--- config.mk ---
export PLATFORM = sky130hd
export DESIGN_NAME = line_addr_lookaside
export DESIGN_NICKNAME = d
export VERILOG_FILES = /design/src/rtl/lal_pkg.sv /design/src/rtl/lal_tag_store.sv /design/src/rtl/lal_lru.sv /design/src/rtl/lal_sum_unit.sv /design/src/rtl/line_addr_lookaside.sv
export SDC_FILE = /design/constraint.sdc
export NUM_CORES = 1
export LEC_CHECK = 0
export CAP_MARGIN = 10
export CORE_UTILIZATION = 47
export CTS_BUF_LIST = sky130_fd_sc_hd__clkbuf_16
export CTS_CLUSTER_SIZE = 8
export DETAILED_ROUTE_END_ITERATION = 8
export GPL_TIMING_DRIVEN = 0
export PLACE_DENSITY = 0.66
export SYNTH_ARGS = -nofsm -noshare
export SYNTH_HDL_FRONTEND = slang
export SYNTH_SLANG_ARGS = --single-unit
--- constraint.sdc ---
create_clock -name clk -period 19.1 [get_ports clk]
set_input_delay 1.91 -clock clk [delete_from_list [all_inputs] [get_ports clk]]
set_output_delay 1.91 -clock clk [all_outputs]
set_load 0.05 [all_outputs]
--- src/rtl/lal_pkg.sv ---
package lal_pkg;
    localparam int ADDR_W    = 24;
    localparam int BLK_SHIFT = 5;
    localparam int LINE_W    = ADDR_W - BLK_SHIFT;
    localparam int SEL_W     = 3;
    localparam int TAG_W     = LINE_W - SEL_W;
    localparam int N_LEN     = 1 << SEL_W;
    localparam int LEN_W     = 5;
    localparam int BASE_W    = 24;
    localparam int ENTRY_W   = BASE_W + N_LEN * LEN_W;
    localparam int BASE_LSB  = ENTRY_W - BASE_W;
    localparam int WORD_W    = 32;
    localparam int OLEN_W    = LEN_W + 1;

    typedef logic [ENTRY_W-1:0] lat_entry_t;

    typedef enum logic [1:0] {
        ST_IDLE     = 2'd0,
        ST_FETCH_HI = 2'd1,
        ST_FETCH_LO = 2'd2,
        ST_RESPOND  = 2'd3
    } fill_state_e;
endpackage

--- src/rtl/lal_tag_store.sv ---
module lal_tag_store
    import lal_pkg::*;
#(
    parameter int ENTRIES = 4,
    parameter int IDX_W   = $clog2(ENTRIES)
) (
    input  logic               clk,
    input  logic               rst_n,
    input  logic               flush,
    input  logic               wr_en,
    input  logic [IDX_W-1:0]   wr_idx,
    input  logic [TAG_W-1:0]   wr_tag,
    input  lat_entry_t         wr_data,
    input  logic [TAG_W-1:0]   lk_tag,
    output logic               hit,
    output logic [IDX_W-1:0]   hit_idx,
    output lat_entry_t         hit_data,
    output logic [ENTRIES-1:0] valid_vec
);
    logic [TAG_W-1:0] tag_q  [ENTRIES];
    lat_entry_t       data_q [ENTRIES];
    logic [ENTRIES-1:0] match;

    always_ff @(posedge clk or negedge rst_n) begin
        if (!rst_n) begin
            valid_vec <= '0;
        end else if (flush) begin
            valid_vec <= '0;
        end else if (wr_en) begin
            valid_vec[wr_idx] <= 1'b1;
        end
    end

    genvar g;
    for (g = 0; g < ENTRIES; g++) begin : g_ent
        always_ff @(posedge clk or negedge rst_n) begin
            if (!rst_n) begin
                tag_q[g]  <= '0;
                data_q[g] <= '0;
            end else if (wr_en && !flush && wr_idx == IDX_W'(g)) begin
                tag_q[g]  <= wr_tag;
                data_q[g] <= wr_data;
            end
        end
        assign match[g] = valid_vec[g] && (tag_q[g] == lk_tag);
    end

    always_comb begin
        hit      = |match;
        hit_idx  = '0;
        hit_data = '0;
        for (int i = 0; i < ENTRIES; i++) begin
            if (match[i]) begin
                hit_idx  = IDX_W'(i);
                hit_data = data_q[i];
            end
        end
    end
endmodule

--- src/rtl/lal_lru.sv ---
module lal_lru #(
    parameter int ENTRIES = 4,
    parameter int IDX_W   = $clog2(ENTRIES)
) (
    input  logic               clk,
    input  logic               rst_n,
    input  logic               touch,
    input  logic [IDX_W-1:0]   touch_idx,
    input  logic [ENTRIES-1:0] valid_vec,
    output logic [IDX_W-1:0]   victim
);
    localparam logic [IDX_W-1:0] OLDEST = IDX_W'(ENTRIES - 1);

    logic [IDX_W-1:0] age_q [ENTRIES];
    logic [IDX_W-1:0] touched_age;

    assign touched_age = age_q[touch_idx];

    genvar g;
    for (g = 0; g < ENTRIES; g++) begin : g_age
        always_ff @(posedge clk or negedge rst_n) begin
            if (!rst_n) begin
                age_q[g] <= IDX_W'(g);
            end else if (touch) begin
                if (touch_idx == IDX_W'(g)) begin
                    age_q[g] <= '0;
                end else if (age_q[g] < touched_age) begin
                    age_q[g] <= age_q[g] + 1'b1;
                end
            end
        end
    end

    always_comb begin
        logic any_free;
        any_free = ~&valid_vec;
        victim   = '0;
        if (any_free) begin
            for (int i = ENTRIES - 1; i >= 0; i--) begin
                if (!valid_vec[i]) victim = IDX_W'(i);
            end
        end else begin
            for (int i = 0; i < ENTRIES; i++) begin
                if (age_q[i] == OLDEST) victim = IDX_W'(i);
            end
        end
    end
endmodule

--- src/rtl/lal_sum_unit.sv ---
module lal_sum_unit
    import lal_pkg::*;
(
    input  lat_entry_t         entry,
    input  logic [SEL_W-1:0]   sel,
    output logic [ADDR_W-1:0]  start,
    output logic               raw,
    output logic [OLEN_W-1:0]  len
);
    localparam int L1_W = OLEN_W + 1;
    localparam int L2_W = OLEN_W + 2;
    localparam int L3_W = OLEN_W + 3;
    localparam logic [OLEN_W-1:0] FULL_LEN = OLEN_W'(1 << LEN_W);

    logic [LEN_W-1:0]  fld  [N_LEN];
    logic [OLEN_W-1:0] eff  [N_LEN];
    logic [OLEN_W-1:0] msk  [N_LEN];
    logic [L1_W-1:0]   lvl1 [N_LEN/2];
    logic [L2_W-1:0]   lvl2 [N_LEN/4];
    logic [L3_W-1:0]   total;

    genvar g;
    for (g = 0; g < N_LEN; g++) begin : g_fld
        assign fld[g] = entry[BASE_LSB-1-LEN_W*g -: LEN_W];
        assign eff[g] = (fld[g] == '0) ? FULL_LEN : {1'b0, fld[g]};
        assign msk[g] = (SEL_W'(g) < sel) ? eff[g] : '0;
    end
    for (g = 0; g < N_LEN/2; g++) begin : g_l1
        assign lvl1[g] = {1'b0, msk[2*g]} + {1'b0, msk[2*g+1]};
    end
    for (g = 0; g < N_LEN/4; g++) begin : g_l2
        assign lvl2[g] = {1'b0, lvl1[2*g]} + {1'b0, lvl1[2*g+1]};
    end
    assign total = {1'b0, lvl2[0]} + {1'b0, lvl2[1]};

    assign start = entry[ENTRY_W-1 -: BASE_W] + ADDR_W'(total);
    assign raw   = (fld[sel] == '0);
    assign len   = eff[sel];
endmodule

--- src/rtl/line_addr_lookaside.sv ---
module line_addr_lookaside
    import lal_pkg::*;
#(
    parameter int ENTRIES = 4
) (
    input  logic               clk,
    input  logic               rst_n,
    input  logic               flush,
    input  logic [ADDR_W-1:0]  tbl_base,
    input  logic               req_valid,
    input  logic [LINE_W-1:0]  req_line,
    output logic               req_ready,
    output logic               resp_valid,
    output logic               resp_hit,
    output logic [ADDR_W-1:0]  resp_start,
    output logic               resp_raw,
    output logic [OLEN_W-1:0]  resp_len,
    output logic               mem_req,
    output logic [ADDR_W-1:0]  mem_addr,
    input  logic               mem_rvalid,
    input  logic [WORD_W-1:0]  mem_rdata
);
    localparam int IDX_W = $clog2(ENTRIES);
    localparam logic [ADDR_W-1:0] WORD_STEP = ADDR_W'(WORD_W / 8);

    fill_state_e state_q, state_nx;
    logic [LINE_W-1:0] hold_line;
    logic [WORD_W-1:0] hi_word;
    logic [LINE_W-1:0] active_line;
    logic [TAG_W-1:0]  active_tag;

    logic              tag_hit;
    logic [IDX_W-1:0]  hit_idx;
    lat_entry_t        hit_data;
    logic [ENTRIES-1:0] valid_vec;
    logic [IDX_W-1:0]  victim;
    logic              wr_en;
    logic              touch;
    logic [IDX_W-1:0]  touch_idx;
    logic [ADDR_W-1:0] rec_addr;

    assign active_line = (state_q == ST_IDLE) ? req_line : hold_line;
    assign active_tag  = active_line[LINE_W-1 -: TAG_W];
    assign rec_addr    = tbl_base + ADDR_W'({hold_line[LINE_W-1 -: TAG_W], 3'b000});

    // state register
    always_ff @(posedge clk or negedge rst_n) begin
        if (!rst_n) state_q <= ST_IDLE;
        else        state_q <= state_nx;
    end

    // next state
    always_comb begin
        state_nx = state_q;
        unique case (state_q)
            ST_IDLE:     if (!flush && req_valid && !tag_hit) state_nx = ST_FETCH_HI;
            ST_FETCH_HI: if (flush) state_nx = ST_IDLE;
                         else if (mem_rvalid) state_nx = ST_FETCH_LO;
            ST_FETCH_LO: if (flush) state_nx = ST_IDLE;
                         else if (mem_rvalid) state_nx = ST_RESPOND;
            ST_RESPOND:  state_nx = ST_IDLE;
        endcase
    end

    // outputs and control
    always_comb begin
        req_ready  = (state_q == ST_IDLE) && !flush;
        resp_valid = !flush && (((state_q == ST_IDLE) && req_valid && tag_hit)
                                || (state_q == ST_RESPOND));
        resp_hit   = (state_q == ST_IDLE);
        mem_req    = (state_q == ST_FETCH_HI) || (state_q == ST_FETCH_LO);
        mem_addr   = (state_q == ST_FETCH_LO) ? rec_addr + WORD_STEP : rec_addr;
        wr_en      = (state_q == ST_FETCH_LO) && mem_rvalid && !flush;
        touch      = wr_en || (resp_valid && (state_q == ST_IDLE));
        touch_idx  = wr_en ? victim : hit_idx;
    end

    // datapath holding registers
    always_ff @(posedge clk or negedge rst_n) begin
        if (!rst_n) begin
            hold_line <= '0;
            hi_word   <= '0;
        end else begin
            if (req_ready && req_valid) hold_line <= req_line;
            if ((state_q == ST_FETCH_HI) && mem_rvalid) hi_word <= mem_rdata;
        end
    end

    lal_tag_store #(.ENTRIES(ENTRIES), .IDX_W(IDX_W)) u_store (
        .clk       (clk),
        .rst_n     (rst_n),
        .flush     (flush),
        .wr_en     (wr_en),
        .wr_idx    (victim),
        .wr_tag    (hold_line[LINE_W-1 -: TAG_W]),
        .wr_data   ({hi_word, mem_rdata}),
        .lk_tag    (active_tag),
        .hit       (tag_hit),
        .hit_idx   (hit_idx),
        .hit_data  (hit_data),
        .valid_vec (valid_vec)
    );

    lal_lru #(.ENTRIES(ENTRIES), .IDX_W(IDX_W)) u_lru (
        .clk       (clk),
        .rst_n     (rst_n),
        .touch     (touch),
        .touch_idx (touch_idx),
        .valid_vec (valid_vec),
        .victim    (victim)
    );

    lal_sum_unit u_sum (
        .entry (hit_data),
        .sel   (active_line[SEL_W-1:0]),
        .start (resp_start),
        .raw   (resp_raw),
        .len   (resp_len)
    );
endmodule

==> flow_summary.ini <==
[synthesis]
synthFlopType = dfrtp_1
yosysSeqAreaShare_pct = 43.83
synth_nets = 2134
ys_ff_latch = 385
synthAdderAreaFrac_pct = 5.781
synthMuxAreaShare_pct = 21.39
synth_xor_area_share_pct = 4.859
yosys.area_share.simple_pct = 10.70
yosysWarnings = 0
synth_compound_area_share_pct = 10.65
synth_area_mm2 = 0.02199
netlist_instances = 1974
syn_avg_cell_area_um2 = 11.14
synth-edff-count = 0
ys_types = 76
synth_top_family_by_area = multiplexers
synth-async-reset-ratio_pct = 100.0

[cells_and_area]
area_delta_synth_final_pct = 16.58
n_fill_cell = 3939
antenna_cells = 0
layout-drive-gt1-share_pct = 22.25
finalNetCount = 2328
fin_util_pct = 56.01
multiInputGateArea_mm2 = 0.01174
final-seq-area_mm2 = 0.009639

[setup_path]
cp_data_required_time_ns = 17.19
cp_common_cell = fa_1
path_class = in -> out
end_kind = primary output
worst_setup_path_start_kind = input port
arrival_ns = 14.55
cpPeakStageDelay_ns = 0.84
worst_path_max_delay_cell = buf_1
crit_fanout = 10

[clocking]
cts_resized = 0
postCtsSetupBuffers = 0
cts.sinks = 385
cts_tree = built
h-tree-depth = 2
clkTransAtPathRegs_ns = 0.05
cts_buffers = 54
insertion_delay_ns = 0.59
cts.path.max_buffers = 3
cts_hold_buf = 0
cts-root-buf = clkbuf_16

[power]
p_sw_share_pct = 41.79
p_seq_share_pct = 30.5
total_power_mw = 3.717
irDropWorstVdd_mv = 0.4103
internal_power_mw = 2.163
cellPowerDensity_mw_per_mm2 = 145.0
pwr-share-clk_pct = 23.2
comb_power_share_pct = 46.3
switching_power_mw = 1.553
leakage_nw = 11.61

[sta]
finalSetupTns_ns = 0
hold_ws_ns = 0.4965
tightest_slew_ns = 1.308
slew_headroom_pct = 10.30
max_clock_freq_ghz = 0.06076
period_share_pct = 86.17
skew_ns = 0.01530
rsz0062_at_grt = no
fin_crit_ns = 16.46
drv_slew = 0
setup_viol = 0
hold_violations = 0

[global_routing]
gr-total-overflow = 0
grt_pass1_vias = 17460
grt_pass1_wl_um = 108900
grt_usage_pct = 30.85
antenna_found_initial = 1
grt_max_degree = 123

[run]
cap_violations = 0

[floorplanning]
ioPinCount = 139
design.die.area_mm2 = 0.04766
initial_core_util_pct = 48.05
row_count = 78
core-area_mm2 = 0.04577
die_w_um = 218.3
die_h_um = 218.3

[route]
routed_wl_um = 71960
wl_per_cell_um = 25.88
avgViaCountPerCell = 6.119
drtPass1Iterations = 6
antenna_left = 0
num_vias = 17010
first_iter_violations = 1555
drc = 0

[placed_design]
io_buffers = 135
gp_congestion = 0.9724
dp_hpwl_um = 52090

[status]
status = finished, final reports clean

[min_path]
hold_class = reg -> reg
through the flow:
stage,setup slack [ns],cell area (µm²),cells
after CTS,2.894,25640,2780
after detailed placement,2.896,24180,2712
after global routing,2.118,25640,2780
after global placement,-0.7235,24090,2709
after floorplan,7.164,21990,1974
final,2.642,25640,2780
sequential cells by signal, indices dropped and copies added, names as in the netlist:
register and flops:
state_q 2, hold_line 19, u_store.data_q 256, u_store.valid_vec 4, u_lru.age_q 8, hi_word 32
u_store.tag_q 64
power groups by stage:
stage	clock [mW]	sequential [mW]	combinational, mW
final	0.861	1.13	1.72
after global routing	0.909	1.15	1.84
after CTS	0.873	1.13	1.71
after detailed placement	0	1.14	1.71
after global placement	0	1.13	1.68
after floorplan	0	1.08	1.23
cell type report:
class | count | share of cell area [%]
Buffer | 102 | 1.625
Clock buffer | 55 | 5.368
Clock inverter | 13 | 0.3123
Inverter | 52 | 0.7613
Multi-Input combinational cell | 1435 | 45.79
Sequential cell | 385 | 37.60
Tap cell | 600 | 2.928
Timing Repair Buffer | 138 | 5.612
cell families after synthesis:
kind of cell               Yosys count
and+or+nand+nor                    467
muxes                              406
DFF                                385
AOI/OAI and AO/OA                  360
buffers and inverters              154
xor gates and xnor gates           122
adders and majority gates           80
cell usage after synthesis (all sizes together), types with 16 or more instances:
master	instances	area [µm²]
buf	28	138.9
xnor2	102	893.4
a21oi	75	375.4
fa	36	720.7
ha	44	550.5
clkbuf	74	277.8
nand3	42	210.2
o22ai	18	118.9
mux2i	33	504.2
a22oi	20	150.1
nand2	159	596.8
inv	51	191.4
nor3	27	135.1
o21ai	105	525.5
nor4	29	209.0
a21o	16	120.1
nor2b	19	118.9
nor2	83	311.6
mux2	373	4200
dfrtp	381	9534
and3	36	225.2
xor2	20	175.2
per-layer routing:
layer	GRT usage [%]	up-vias	share of wire, %
met5	0	-	0
met4	10.28	0	3.4
met3	6.026	149	7.6
met2	48.06	666	45
met1	43.00	8697	44
li1	-	7498	-
final timing paths:
kind	startpoint	endpoint	slack (ns)	depth (start not counted)
worst max-delay path	req_line[5]	resp_start[22]	2.64	33
worst min register to register	u_store.data_q[184]$_DFFE_PN0P_	u_store.data_q[184]$_DFFE_PN0P_	0.50	1
min in group asynchronous	rst_n	u_store.data_q[109]$_DFFE_PN0P_	1.24	1
worst min-delay path	u_store.data_q[184]$_DFFE_PN0P_	u_store.data_q[184]$_DFFE_PN0P_	0.50	1
max in group asynchronous	rst_n	hi_word[30]$_DFFE_PN0P_	15.90	4
worst max register to register	state_q[0]$_DFFE_PN0P_	u_lru.age_q[6]$_DFFE_PN0P_	13.64	16
critical path, delay by kind of cell:
kind,cells,cell delay [ns]
buf+inv,9,4.14
mux,1,0.37
simple gates,8,2.69
compound gates,7,2.28
xor+xnor,2,0.44
fa+ha+maj,6,2.68
layout by cell type, fill, tap and decap left out, types with 44 or more instances in the layout:
cell type / synthesis / layout
a21oi_1: 75 / 75
clkbuf_1: 74 / 74
clkbuf_16: 0 / 55
clkdlybuf4s50_1: 0 / 134
dfrtp_1: 381 / 381
ha_1: 44 / 44
inv_1: 51 / 61
mux2_2: 373 / 373
nand2_1: 159 / 159
nor2_1: 83 / 83
o21ai_0: 103 / 103
xnor2_1: 102 / 102
No activity file was read; power rests on OpenSTA's default activity.
